## config.mk

```make
export PLATFORM = sky130hd
export DESIGN_NAME = sstc_timer_unit
export DESIGN_NICKNAME = d
export VERILOG_FILES = /design/src/rtl/sstc_pkg.sv /design/src/rtl/sstc_stce_bit.sv /design/src/rtl/sstc_cmp_lane.sv /design/src/rtl/sstc_timer_unit.sv
export SDC_FILE = /design/constraint.sdc
export NUM_CORES = 1
export LEC_CHECK = 0
export ABC_CLOCK_PERIOD_IN_PS = 2100
export BUFFER_PORTS_ARGS = -buffer_cell sky130_fd_sc_hd__buf_2
export CAP_MARGIN = 40
export CORE_MARGIN = 2
export CORE_UTILIZATION = 23
export CTS_CLUSTER_DIAMETER = 120
export DETAILED_ROUTE_END_ITERATION = 7
export GPL_TIMING_DRIVEN = 0
export PLACE_DENSITY = 0.41
export REMOVE_ABC_BUFFERS = 1
export SYNTH_ARGS = -nofsm -noshare
export SYNTH_HDL_FRONTEND = slang
export SYNTH_SLANG_ARGS = --single-unit
```

## constraint.sdc

```tcl
create_clock -name clk -period 2.1 [get_ports clk]
set_clock_uncertainty 0.1 [all_clocks]
set_input_delay 0.315 -clock clk [delete_from_list [all_inputs] [get_ports clk]]
set_output_delay 0.315 -clock clk [all_outputs]
set_load 0.01 [all_outputs]
```

## src/rtl/sstc_pkg.sv

```systemverilog
package sstc_pkg;
  // lane indices; also index the enable registers (0: machine, 1: hypervisor)
  localparam int LANE_S  = 0;
  localparam int LANE_VS = 1;
  localparam int NLANE   = 2;

  // next value of an enable register, full-width write has priority
  function automatic logic stce_next(input logic full_we, input logic hi_we,
                                     input logic full_bit, input logic hi_bit,
                                     input logic cur);
    if (full_we)    return full_bit;
    else if (hi_we) return hi_bit;
    else            return cur;
  endfunction
endpackage

```

## src/rtl/sstc_stce_bit.sv

```systemverilog
module sstc_stce_bit (
  input  logic clk,
  input  logic rst_n,
  input  logic full_we_i,
  input  logic hi_we_i,
  input  logic full_bit_i,
  input  logic hi_bit_i,
  output logic en_o
);
  import sstc_pkg::*;

  logic en_q, en_d, en_ce;

  always_comb begin
    en_ce = full_we_i | hi_we_i;
    en_d  = stce_next(full_we_i, hi_we_i, full_bit_i, hi_bit_i, en_q);
  end

  always_ff @(posedge clk or negedge rst_n) begin
    if (!rst_n)     en_q <= 1'b0;
    else if (en_ce) en_q <= en_d;
  end

  assign en_o = en_q;
endmodule

```

## src/rtl/sstc_cmp_lane.sv

```systemverilog
module sstc_cmp_lane #(
  parameter int TW     = 64,
  parameter bit HAS_HW = 1'b1
) (
  input  logic          clk,
  input  logic          rst_n,
  input  logic          cmp_we_i,
  input  logic [TW-1:0] cmp_wdata_i,
  input  logic [TW-1:0] time_i,
  input  logic [TW-1:0] offset_i,
  input  logic          active_i,
  input  logic          sw_we_i,
  input  logic          sw_bit_i,
  output logic          pend_o,
  output logic [TW-1:0] cmp_o
);
  logic [TW-1:0] cmp_q;
  logic          shadow_q, shadow_d, shadow_ce;
  logic          pend_q, pend_d;

  // compare register
  always_ff @(posedge clk or negedge rst_n) begin
    if (!rst_n)        cmp_q <= '0;
    else if (cmp_we_i) cmp_q <= cmp_wdata_i;
  end

  // software shadow: writable only while the lane is not hardware-driven
  always_comb begin
    shadow_ce = sw_we_i & ~active_i;
    shadow_d  = sw_bit_i;
  end

  always_ff @(posedge clk or negedge rst_n) begin
    if (!rst_n)         shadow_q <= 1'b0;
    else if (shadow_ce) shadow_q <= shadow_d;
  end

  generate
    if (HAS_HW) begin : g_hw
      logic [TW-1:0] ref_val;
      logic          hit;
      always_comb begin
        ref_val = time_i + offset_i;       // wraps modulo 2^TW
        hit     = (cmp_q <= ref_val);      // unsigned
        pend_d  = active_i ? hit : shadow_q;
      end
    end else begin : g_sw
      logic [TW-1:0] unused_lane;
      assign unused_lane = time_i ^ offset_i;
      always_comb pend_d = shadow_q;
    end
  endgenerate

  always_ff @(posedge clk or negedge rst_n) begin
    if (!rst_n) pend_q <= 1'b0;
    else        pend_q <= pend_d;
  end

  assign pend_o = pend_q;
  assign cmp_o  = cmp_q;
endmodule

```

## src/rtl/sstc_timer_unit.sv

```systemverilog
module sstc_timer_unit #(
  parameter int TW       = 64,
  parameter int EW       = 64,
  parameter bit HAS_SSTC = 1'b1
) (
  input  logic          clk,
  input  logic          rst_n,
  input  logic [TW-1:0] time_i,
  input  logic [TW-1:0] htdelta_i,
  input  logic          hyp_present_i,
  input  logic [TW-1:0] cmp_wdata_i,
  input  logic          scmp_we_i,
  input  logic          vscmp_we_i,
  input  logic [EW-1:0] env_wdata_i,
  input  logic          menv_we_i,
  input  logic          menv_hi_we_i,
  input  logic          henv_we_i,
  input  logic          henv_hi_we_i,
  input  logic          mip_sw_we_i,
  input  logic [1:0]    mip_sw_wdata_i,
  output logic          stip_o,
  output logic          vstip_o,
  output logic [1:0]    mip_wmask_o
);
  import sstc_pkg::*;

  localparam int FULL_BIT = EW - 1;
  localparam int HI_BIT   = EW / 2 - 1;

  logic [NLANE-1:0] en_full_we, en_hi_we, en_q;
  logic [NLANE-1:0] lane_act, lane_cmp_we, lane_pend;
  logic [TW-1:0]    lane_ofs [NLANE];
  logic [TW-1:0]    lane_cmp [NLANE];
  logic             m_en, h_en, s_act, vs_act;
  logic [TW-1:0]    scmp, vscmp;
  logic [EW-1:0]    unused_env;

  assign unused_env = env_wdata_i;

  always_comb begin
    en_full_we[LANE_S]  = menv_we_i;
    en_hi_we[LANE_S]    = menv_hi_we_i;
    en_full_we[LANE_VS] = henv_we_i;
    en_hi_we[LANE_VS]   = henv_hi_we_i;
  end

  generate
    for (genvar e = 0; e < NLANE; e++) begin : g_en
      sstc_stce_bit u_en (
        .clk       (clk),
        .rst_n     (rst_n),
        .full_we_i (en_full_we[e]),
        .hi_we_i   (en_hi_we[e]),
        .full_bit_i(env_wdata_i[FULL_BIT]),
        .hi_bit_i  (env_wdata_i[HI_BIT]),
        .en_o      (en_q[e])
      );
    end
  endgenerate

  always_comb begin
    m_en   = en_q[LANE_S];
    h_en   = en_q[LANE_VS];
    s_act  = HAS_SSTC & m_en;
    vs_act = HAS_SSTC & hyp_present_i & m_en & h_en;
    lane_act[LANE_S]     = s_act;
    lane_act[LANE_VS]    = vs_act;
    lane_cmp_we[LANE_S]  = scmp_we_i;
    lane_cmp_we[LANE_VS] = vscmp_we_i;
    lane_ofs[LANE_S]     = '0;
    lane_ofs[LANE_VS]    = htdelta_i;
  end

  generate
    for (genvar l = 0; l < NLANE; l++) begin : g_lane
      sstc_cmp_lane #(.TW(TW), .HAS_HW(HAS_SSTC)) u_lane (
        .clk        (clk),
        .rst_n      (rst_n),
        .cmp_we_i   (lane_cmp_we[l]),
        .cmp_wdata_i(cmp_wdata_i),
        .time_i     (time_i),
        .offset_i   (lane_ofs[l]),
        .active_i   (lane_act[l]),
        .sw_we_i    (mip_sw_we_i),
        .sw_bit_i   (mip_sw_wdata_i[l]),
        .pend_o     (lane_pend[l]),
        .cmp_o      (lane_cmp[l])
      );
    end
  endgenerate

  assign scmp        = lane_cmp[LANE_S];
  assign vscmp       = lane_cmp[LANE_VS];
  assign stip_o      = lane_pend[LANE_S];
  assign vstip_o     = lane_pend[LANE_VS];
  assign mip_wmask_o = ~lane_act;
endmodule

```

==> flow_summary.yaml, run 1 <==
run_status:
  status: "finished with violations"
  violations: "setup timing"
yosys:
  synth_compound_area_share_pct: 19.9
  syn_area_sq_um: 11900
  synth_edf_count: 0
  ys.flop_type: "dfrtp_1"
  synth_top_cell_by_area: "dfrtp_1"
  ys_top_cells_by_area: "dfrtp_1 (28%), ha_1 (20%), mux2_2 (12%)"
  synthCells: 1237
  synthXorXnorAreaFrac_pct: 4.43
  ys_types: 72
  synth-seq-cells: 134
  async_reset_ff_share_pct: 100
  yosys.area_share.simple_pct: 9.99
  synth_common_cells: "ha_1 (191), dfrtp_1 (134), mux2_2 (127)"
  synth_top_family_by_area: "adder cells"
  yosysWarnings: 0
  yosys.area.top_type_share_pct: 28.3
  yosys.area_share.adder_pct: 20.3
  synth_mux_area_share_pct: 12.3
  post_synth.cell_area_avg_sq_um: 9.58
  synth_seq_area_share_pct: 28.3
  yosysMostFrequentCell: "ha_1"
clocking:
  clockBufferDepth: 2
  clock-sinks: 134
  clk_pin_slew_worst_paths_ps: 60
  insertion_delay_ps: 480
  root_buffer: "clkbuf_16"
  cts_tree: "yes"
  cts_max_level: 4
  cts_made_buffers: 17
final_layout:
  layout.cells.non_filler: 2226
  post-route-util_pct: 30.8
  n_fill_cell: 5411
  fin_nets: 1989
  area_delta_synth_final_pct: 32.9
  final_area_sq_um: 15800
  multiInputGateArea_sq_um: 8460
  drive_above_1_share_pct: 32.4
  regArea_sq_um: 3350
power_and_ir_drop:
  power_leakage_nw: 7.46
  peakVddDrop_mv: 0.622
  power_density_nw_per_um2: 630
sta:
  fmax_mhz: 234
  finalHoldViolCount: 0
  relSlewSlack_pct: 44.9
  rsz0062_at_grt: "true"
  fin_crit_sh_pct: 203
  fin_tns_setup_ps: -2460
  fin_crit_ps: 4270
  setup_ws_ps: -2170
  setup_viol: 2
  tightest_slew_ps: 817
  report.final.slew_viol_count: 0
die:
  die_w_um: 231
  row_count: 83
  io_pins: 272
  start_util_pct: 23.2
  core_area_sq_um: 51100
  dieArea_sq_um: 53400
  die_h_um: 231
detailed_routing:
  drt_iter0_drc: 422
  drc: 0
  vias: 10400
  drt-vias-per-instance: 4.67
  wirelength_um: 40800
  ant_nets: 0
  firstDrtPassIters: 5
  wl_per_cell_um: 18.3
global_routing:
  grt_usage_pct: 15.5
  grt_overflow: 0
  grt_pass1_vias: 10600
  grt_start_max_net_pins: 80
  grt_pass1_wl_um: 62100
  antenna_found_initial: 12
placement:
  portBuffers: 209
  place_ws_ps: -3660
  hpwlAfterDp_um: 33600
  place_congestion: 0.829
  dpl_cell_area_sq_um: 13600
  place_inst: 2090
setup_path:
  crit_chain: "buf_4 > ha_4 > a21oi_2 > or3b_4 > a211oi_4 > o211ai_2 > a2111oi_4 > buf_4 > a211oi_4 > o311ai_4 > a21oi_2 > xor2_1 > ha_1 > nand4_1 > nor4_1 > nand3_1 > nand3b_1 > o22a_2 > o2111ai_4 > a21oi_1"
  cp-start-kind: "input port"
  worstPathRequired_ps: 2360
  crit_slowest_cell: "or3b_4"
  critPathKind: "input port to register"
  end_kind: "register"
  worst_path_largest_cell_delay_ps: 410
  cp_max_fo: 2
  arrival_ps: 4520
run:
  max-cap-violations: 0
min_path:
  min_path_type: "input port to register"
[layout make-up]
cell class                 instances  share of cell area (%)
multi-input combinational        969                    53.7
sequential                       134                    21.3
timing repair buffer             313                    13.4
tap                              680                    5.40
clock buffer                      20                    2.96
inverter                          94                    2.24
clock inverter                    12                   0.961
antenna                            4                  0.0635
[layer usage]
metal  routed length (um)  track usage [%]  part of all wire [%]  vias up
li1                     -                -                     -     5168
met1                19500             20.6                    48     4938
met2                18100             23.9                    44      210
met3                 2110             4.47                   5.2       60
met4                 1010             5.79                   2.5       14
met5                   89                0                  0.22        -
[registers in the layout (all words and copies together) (netlist names)]
name / flops
g_lane.u_lane.shadow_q: 2
g_lane.u_lane.cmp_o: 128
g_lane.u_lane.pend_o: 2
g_en.u_en.en_o: 2
[placed cells by master, fill, tap and decap left out, types with 5 or more instances in the layout]
cell | Yosys | final
dfrtp_1 | 134 | 133
nand4_1 | 47 | 47
buf_6 | 0 | 5
inv_1 | 94 | 94
xor2_1 | 26 | 26
xnor2_1 | 34 | 34
a21oi_1 | 115 | 100
nor3_1 | 9 | 6
nor2_1 | 49 | 45
ha_2 | 0 | 13
nand3_1 | 18 | 15
ha_4 | 0 | 8
nand2_1 | 59 | 55
nor2b_1 | 7 | 7
o21ai_1 | 1 | 9
buf_2 | 6 | 200
o21bai_1 | 19 | 19
o21a_1 | 8 | 8
clkbuf_16 | 0 | 17
ha_1 | 191 | 170
nand2b_1 | 7 | 7
a21o_1 | 88 | 87
a21oi_2 | 0 | 15
nand2_2 | 2 | 6
mux2_2 | 127 | 127
o211ai_1 | 7 | 7
dlygate4sd3_1 | 0 | 72
o21ai_0 | 53 | 42
a31oi_1 | 11 | 10
buf_4 | 3 | 31
[where the power goes]
part,switching (W),internal (W)
clock,0.00128,0.00195
sequential,0.000172,0.00285
combinational,0.00195,0.00172
total,0.00340,0.00652
[worst max-delay path, delay by kind of cell]
kind / cells / cell delay, ps
compound gates: 10 / 1840
buf+inv: 2 / 320
fa+ha+maj: 2 / 560
simple gates: 5 / 1310
xor+xnor: 1 / 160
[worst paths after layout]
check	start	endpoint	slack (ps)	cells past startpoint
min reg2reg	g_lane[0].u_lane.cmp_o[31]$_DFFE_PN0P_	g_lane[0].u_lane.cmp_o[31]$_DFFE_PN0P_	410	1
min in group asynchronous	rst_n	g_lane[0].u_lane.cmp_o[23]$_DFFE_PN0P_	250	2
min	hyp_present_i	g_lane[1].u_lane.pend_o$_DFF_PN0_	60	3
max reg2reg	g_lane[1].u_lane.cmp_o[1]$_DFFE_PN0P_	g_lane[1].u_lane.pend_o$_DFF_PN0_	-450	10
max in group asynchronous	rst_n	g_lane[0].u_lane.cmp_o[51]$_DFFE_PN0P_	810	3
max	htdelta_i[1]	g_lane[1].u_lane.pend_o$_DFF_PN0_	-2170	20
[kinds of logic after synthesis]
group / Yosys count
AO/OA/AOI/OAI: 355
XOR/XNOR: 60
adder cells (fa/ha/maj): 192
buffers and inverters: 134
flip-flops: 134
multiplexers: 130
AND/OR/NAND/NOR: 232
[stage by stage]
step	power [W]	hold slack, ps
after CTS	0.0100	16.2
after detailed placement	0.00636	221
after global placement	0.00631	392
after floorplan	0.00521	-80.6
after global routing	0.0107	41.3
final	0.00992	60.4
[timing repair]
item,CTS,global route
gates resized for setup,82,31
setup buffers,21,7
hold endpoints to repair,187,0
pin swaps,46,19
hold buffers,72,0
setup endpoints to repair,2,4
Note: power is estimated with default switching activity, not from simulation.
==> inputs of run 2 (changes only) <==
--- a/config.mk
+++ b/config.mk
@@ -8,12 +8,12 @@
 export ABC_CLOCK_PERIOD_IN_PS = 2100
 export BUFFER_PORTS_ARGS = -buffer_cell sky130_fd_sc_hd__buf_2
 export CAP_MARGIN = 40
+export CORE_ASPECT_RATIO = 1.4
 export CORE_MARGIN = 2
 export CORE_UTILIZATION = 23
 export CTS_CLUSTER_DIAMETER = 120
 export DETAILED_ROUTE_END_ITERATION = 7
 export GPL_TIMING_DRIVEN = 0
-export PLACE_DENSITY = 0.41
 export REMOVE_ABC_BUFFERS = 1
 export SYNTH_ARGS = -nofsm -noshare
 export SYNTH_HDL_FRONTEND = slang
==> run 2 against run 1 <==
- the run still ends with setup timing left
- non-clock buffer count down 75
- combinational power fell by 4%
- largest power group unchanged
- routed wire length down 2.6%
- flip-flop and latch count is the same
- core utilization shrank 1.5 points
- sequential share of layout area up 1.1 points
- sequential power is essentially flat
- count of clock-buffer cells in the layout rose by 3
==> flow_summary.yaml, run 2 (synthesis results as in run 1) <==
run_status:
  status: "finished with violations"
  violations: "setup timing"
placement:
  dpl_cell_area_sq_um: 13600
  hpwlAfterDp_um: 32600
  portBuffers: 209
  place_congestion: 0.876
  place_ws_ps: -3550
detailed_routing:
  drc: 0
  wl_met1_um: 15700
  firstDrtPassIters: 5
  routed.top_layer: "met5"
  met2_length_um: 20800
  drt_iter0_drc: 417
  wl_per_cell_um: 18.7
  vias: 10400
  drt-vias-per-instance: 4.88
  dr_wl_met3_um: 1900
  wirelength_um: 39700
  ant_nets: 0
die:
  dieArea_sq_um: 53400
  die_w_um: 196
  row_count: 98
  core_area_sq_um: 51000
  io_pins: 272
  start_util_pct: 23.2
  die_h_um: 273
clocking:
  cts_tree: "yes"
  clk_pin_slew_worst_paths_ps: 60
  cts_max_level: 4
  clockBufferDepth: 2
  clock-sinks: 134
  cts_made_buffers: 17
  insertion_delay_ps: 450
  root_buffer: "clkbuf_16"
global_routing:
  antenna_found_initial: 18
  grt_start_max_net_pins: 81
  grt_overflow: 0
  grt_pass1_wl_um: 60600
  grt_pass1_vias: 10800
  grt_usage_pct: 14.8
final_layout:
  n_fill_cell: 5380
  layout_common_cells: "buf_2 (200), ha_1 (176), dfrtp_1 (134)"
  area_delta_synth_final_pct: 26.1
  drive_above_1_share_pct: 32.9
  largest_reg_flops: 128
  final_area_sq_um: 14900
  layout_commonest_cell: "buf_2"
  fin_nets: 1914
setup_path:
  worst_path_largest_cell_delay_ps: 430
  cp-start-kind: "input port"
  arrival_ps: 4540
  crit_family: "compound AO/OA/AOI/OAI gates"
  crit_chain: "buf_6 > ha_4 > nand2_4 > or3b_4 > a211oi_4 > o211ai_2 > a2111oi_4 > buf_4 > nor3_4 > o31ai_4 > buf_4 > xnor2_1 > ha_1 > a21o_1 > a21o_1 > a21oi_2 > o21ai_1 > a21oi_1 > nor3_1 > o21ai_1 > o2111ai_4 > a21oi_2"
  critPathBufInv: 3
  cp_max_fo: 3
  end_kind: "register"
  crit_slowest_cell: "or3b_4"
  critPathKind: "input port to register"
  worstPathRequired_ps: 2370
sta:
  fmax_mhz: 234
  setup_viol: 2
  finalHoldViolCount: 0
  rsz0062_at_grt: "true"
  setup_ws_ps: -2170
  fin_crit_ps: 4270
  tightest_slew_ps: 702
  report.final.slew_viol_count: 0
  relSlewSlack_pct: 52.7
  fin_crit_sh_pct: 203
min_path:
  min_path_type: "input port to register"
power_and_ir_drop:
  peakVddDrop_mv: 0.597
  power_density_nw_per_um2: 658
  finalPower_w: 0.00984
  power_leakage_nw: 7.15
run:
  max-cap-violations: 0
-- run 2: cell count changes in the layout (fill, tap and decap cells not counted), moves of 4 or more --
| cell | previous run | this run |
|---|---|---|
| ha_1 | 170 | 176 |
| a21oi_1 | 100 | 96 |
| buf_4 | 31 | 25 |
| dlygate4sd3_1 | 72 | 3 |
| diode_2 | 4 | 9 |
| ha_2 | 13 | 8 |
-- run 2: timing repair --
item / CTS / global route
endpoints found under the setup margin: 2 / 2
setup buffers: 19 / 4
endpoints found under the hold margin: 57 / 0
gates resized for setup: 70 / 27
cloned: 0 / 0
pin swaps: 44 / 33
hold buffers: 3 / 0
-- run 2: per-layer routing --
| metal | track usage, % | vias to the layer above |
|---|---|---|
| met2 | 27.7 | 300 |
| met5 | 0 | - |
| met3 | 2.74 | 67 |
| met1 | 16.5 | 4989 |
| li1 | - | 5017 |
| met4 | 5.84 | 6 |
-- run 2: worst register-to-register path: cells and delay by family (launching register included) --
kind / cells / cell delay (ps)
fa+ha+maj: 1 / 300
compound gates: 7 / 1370
flops: 1 / 380
simple gates: 2 / 210
-- run 2: per-stage QoR --
stage	setup TNS [ps]	hold WS (ps)	util (%)	instances
5_1_grt	-2500	2.80	29.3	2122
3_3_place_gp	-207830	388	26.5	2056
2_1_floorplan	-1910	-80.6	-	1197
6_report	-2330	6.51	29.3	2126
3_5_place_dp	-4110	210	26.6	2059
4_1_cts	-2270	0.964	28.9	2113
-- run 2: final timing paths --
path | startpoint | end | slack (ps) | depth (start not counted)
max reg2reg | g_lane[1].u_lane.cmp_o[1]$_DFFE_PN0P_ | g_lane[1].u_lane.pend_o$_DFF_PN0_ | -340 | 10
min reg2reg | g_lane[0].u_lane.cmp_o[62]$_DFFE_PN0P_ | g_lane[0].u_lane.cmp_o[62]$_DFFE_PN0P_ | 410 | 1
max in group asynchronous | rst_n | g_lane[0].u_lane.cmp_o[48]$_DFFE_PN0P_ | 800 | 3
max | time_i[4] | g_lane[1].u_lane.pend_o$_DFF_PN0_ | -2170 | 22
min in group asynchronous | rst_n | g_lane[0].u_lane.cmp_o[2]$_DFFE_PN0P_ | 290 | 2
min | henv_we_i | g_en[1].u_en.en_o$_DFFE_PN0P_ | 7 | 2
-- run 2: area by class of cell --
class                      instances  area (sq um)  area share (%)
antenna                            9          22.5           0.151
clock buffer                      23           478            3.20
clock inverter                     9           148           0.988
inverter                          94           353            2.36
multi-input combinational        969          8410            56.2
sequential                       134          3350            22.4
tap                              650           813            5.44
timing repair buffer             238          1370            9.18
-- run 2: power breakdown --
part,internal [W],switching [W]
Sequential,0.00285,0.000171
Combinational,0.00163,0.00188
Clock,0.00207,0.00124
==> inputs of run 3 (changes only) <==
--- a/config.mk
+++ b/config.mk
@@ -5,7 +5,7 @@
 export SDC_FILE = /design/constraint.sdc
 export NUM_CORES = 1
 export LEC_CHECK = 0
-export ABC_CLOCK_PERIOD_IN_PS = 2100
+export ABC_CLOCK_PERIOD_IN_PS = 5400
 export BUFFER_PORTS_ARGS = -buffer_cell sky130_fd_sc_hd__buf_2
 export CAP_MARGIN = 40
 export CORE_ASPECT_RATIO = 1.4
==> constraint.sdc (replaced) <==
create_clock -name clk -period 5.4 [get_ports clk]
set_clock_uncertainty 0.1 [all_clocks]
set_input_delay 0.81 -clock clk [delete_from_list [all_inputs] [get_ports clk]]
set_output_delay 0.81 -clock clk [all_outputs]
set_load 0.01 [all_outputs]
==> run 3 against run 2 <==
- the run now ends clean
- power shrank 62%
- non-clock buffer count shrank 22
- hold slack gained 210 ps
- flip-flop and latch count is the same
- register-to-register slack gained 3100 ps
- combinational power shrank 64%
- core utilization shrank 1.1 points
- via count shrank 0.78%
- sequential power shrank 61%
- design area shrank 3.8%
- global-route usage shrank 0.24 points
- first-iteration DRC count shrank 11%
- critical endpoint unchanged
- largest power group is now the clock network
==> flow_summary.yaml, run 3 (synthesis results as in run 1) <==
setup_path:
  arrival_ps: 5440
  r2r_cells: 6
  cp-start-kind: "input port"
  critPathBufInv: 1
  crit_family: "compound AO/OA/AOI/OAI gates"
  regToRegSetupSlack_ps: 2720
  end_kind: "register"
  r2r-start: "g_lane[0].u_lane.cmp_o[61]$_DFFE_PN0P_"
  cp_max_fo: 5
  timing.rr.end: "g_lane[0].u_lane.pend_o$_DFF_PN0_"
  worstPathRequired_ps: 5660
  worst_path_largest_cell_delay_ps: 420
  crit_slowest_cell: "or3b_4"
  crit_top_cell: "a21oi_1"
  critPathKind: "input port to register"
  crit_chain: "buf_2 > ha_1 > nand2_2 > or3b_4 > a211oi_4 > o211ai_2 > a2111oi_4 > nor3_2 > o31ai_4 > a21oi_1 > xor2_1 > ha_1 > a21o_1 > a21o_1 > a21oi_1 > o21ai_0 > a21oi_1 > nor3_1 > o21ai_0 > o2111ai_2 > a21oi_1"
sta:
  rsz0062_at_grt: "false"
  finalHoldViolCount: 0
  relSlewSlack_pct: 48.6
  setup_viol: 0
  setup_ws_ps: 222
  report.final.slew_viol_count: 0
  fin_crit_sh_pct: 95.9
  fin_crit_ps: 5180
  fmax_mhz: 193
  tightest_slew_ps: 764
final_layout:
  layout_commonest_cell: "buf_2"
  regArea_sq_um: 3350
  area_delta_synth_final_pct: 21.2
  largest_reg_flops: 128
  multiInputGateArea_sq_um: 8040
  layout_common_cells: "buf_2 (206), ha_1 (190), dfrtp_1 (134)"
  drive_above_1_share_pct: 28.3
  final_area_sq_um: 14400
  post-route-util_pct: 28.2
  fin_nets: 1892
  n_fill_cell: 5458
power_and_ir_drop:
  switching_share_pct: 33.1
  peakVddDrop_mv: 0.220
  pwr-share-comb_pct: 34.2
  intPower_w: 0.00250
  power_leakage_nw: 6.98
  p_switching_w: 0.00124
  power.share.sequential_pct: 31.4
  pwr-share-clk_pct: 34.4
  power_density_nw_per_um2: 260
  finalPower_w: 0.00374
run_status:
  status: "finished, final reports clean"
detailed_routing:
  wl_per_cell_um: 18.6
  ant_nets: 0
  wirelength_um: 39100
  firstDrtPassIters: 5
  drt_iter0_drc: 372
  drt-vias-per-instance: 4.89
  vias: 10300
  drc: 0
global_routing:
  antenna_found_initial: 18
  grt_pass1_wl_um: 59500
  grt_usage_pct: 14.6
  grt_pass1_vias: 10500
  grt_overflow: 0
  grt_start_max_net_pins: 81
clocking:
  insertion_delay_ps: 440
  cts_tree: "yes"
  cts_max_level: 4
  cts_made_buffers: 17
  root_buffer: "clkbuf_16"
  clk_pin_slew_worst_paths_ps: 60
  clock-sinks: 134
  clockBufferDepth: 2
die:
  die_w_um: 196
  die_h_um: 273
  io_pins: 272
  dieArea_sq_um: 53400
  start_util_pct: 23.2
  row_count: 98
  core_area_sq_um: 51000
min_path:
  min_path_type: "input port to asynchronous set/reset pin"
placement:
  place_ws_ps: -744
  portBuffers: 209
  place_congestion: 0.876
  dpl_cell_area_sq_um: 13600
  hpwlAfterDp_um: 32600
run:
  max-cap-violations: 0
run 3: cell count changes in the layout (fill, tap and decap cells not counted), sizes merged:
cell	delta
buf	-19
dlygate4sd3	-3
run 3: layer usage:
metal	vias to the layer above	global-route usage (%)	wire length [um]
met5	-	0	24
met4	6	5.56	1180
met3	61	2.78	1880
met2	292	27.1	20300
met1	4960	16.4	15600
li1	4979	-	-
run 3: worst max-delay path by stage:
| stage | slack [ps] | endpoint | from | depth (start not counted) |
|---|---|---|---|---|
| final | 220 | g_lane[1].u_lane.pend_o$_DFF_PN0_ | time_i[4] | 21 |
| after global routing | 3 | g_lane[1].u_lane.pend_o$_DFF_PN0_ | time_i[18] | 20 |
| after CTS | 20 | g_lane[1].u_lane.pend_o$_DFF_PN0_ | time_i[4] | 19 |
| after detailed placement | -740 | g_lane[1].u_lane.pend_o$_DFF_PN0_ | htdelta_i[33] | 19 |
| after global placement | -750 | g_lane[1].u_lane.pend_o$_DFF_PN0_ | htdelta_i[33] | 19 |
| after floorplan | 900 | g_lane[1].u_lane.pend_o$_DFF_PN0_ | time_i[4] | 20 |
run 3: power groups by stage:
stage | Sequential [W] | Clock [W] | Combinational (W)
finish | 0.00117 | 0.00129 | 0.00128
global route | 0.00119 | 0.00136 | 0.00144
CTS | 0.00117 | 0.00131 | 0.00127
detailed placement | 0.00119 | 0 | 0.00125
global placement | 0.00119 | 0 | 0.00121
floorplan | 0.00117 | 0 | 0.000860
run 3: final cells by class:
type                       instances  share of cell area (%)
inverter                          94                    2.45
multi-input combinational        969                    56.0
tap                              650                    5.66
timing repair buffer             216                    8.09
clock buffer                      23                    3.33
antenna                            9                   0.157
sequential                       134                    23.3
clock inverter                     9                    1.03
run 3: what timing repair did:
action,4_1_cts,5_1_grt
pin swaps,0,7
setup buffers,0,4
endpoints found under the setup margin,1,1
resized for setup,3,13
hold buffers,0,0
endpoints found under the hold margin,0,0
run 3: worst reg2reg max path, stage by stage (launching register included):
cell	delay (ps)
dfrtp_1	390
ha_1	300
nand4_1	170
nor4_1	730
nand3_1	340
o211ai_1	350
o221ai_1	170
run 3: metrics by stage:
step | hold slack [ps] | TNS (ps) | cells
after floorplan | 380 | 0 | 1197
after global placement | 388 | -751 | 2056
after detailed placement | 401 | -744 | 2059
after CTS | 236 | 0 | 2091
after global routing | 244 | 0 | 2100
final | 217 | 0 | 2104
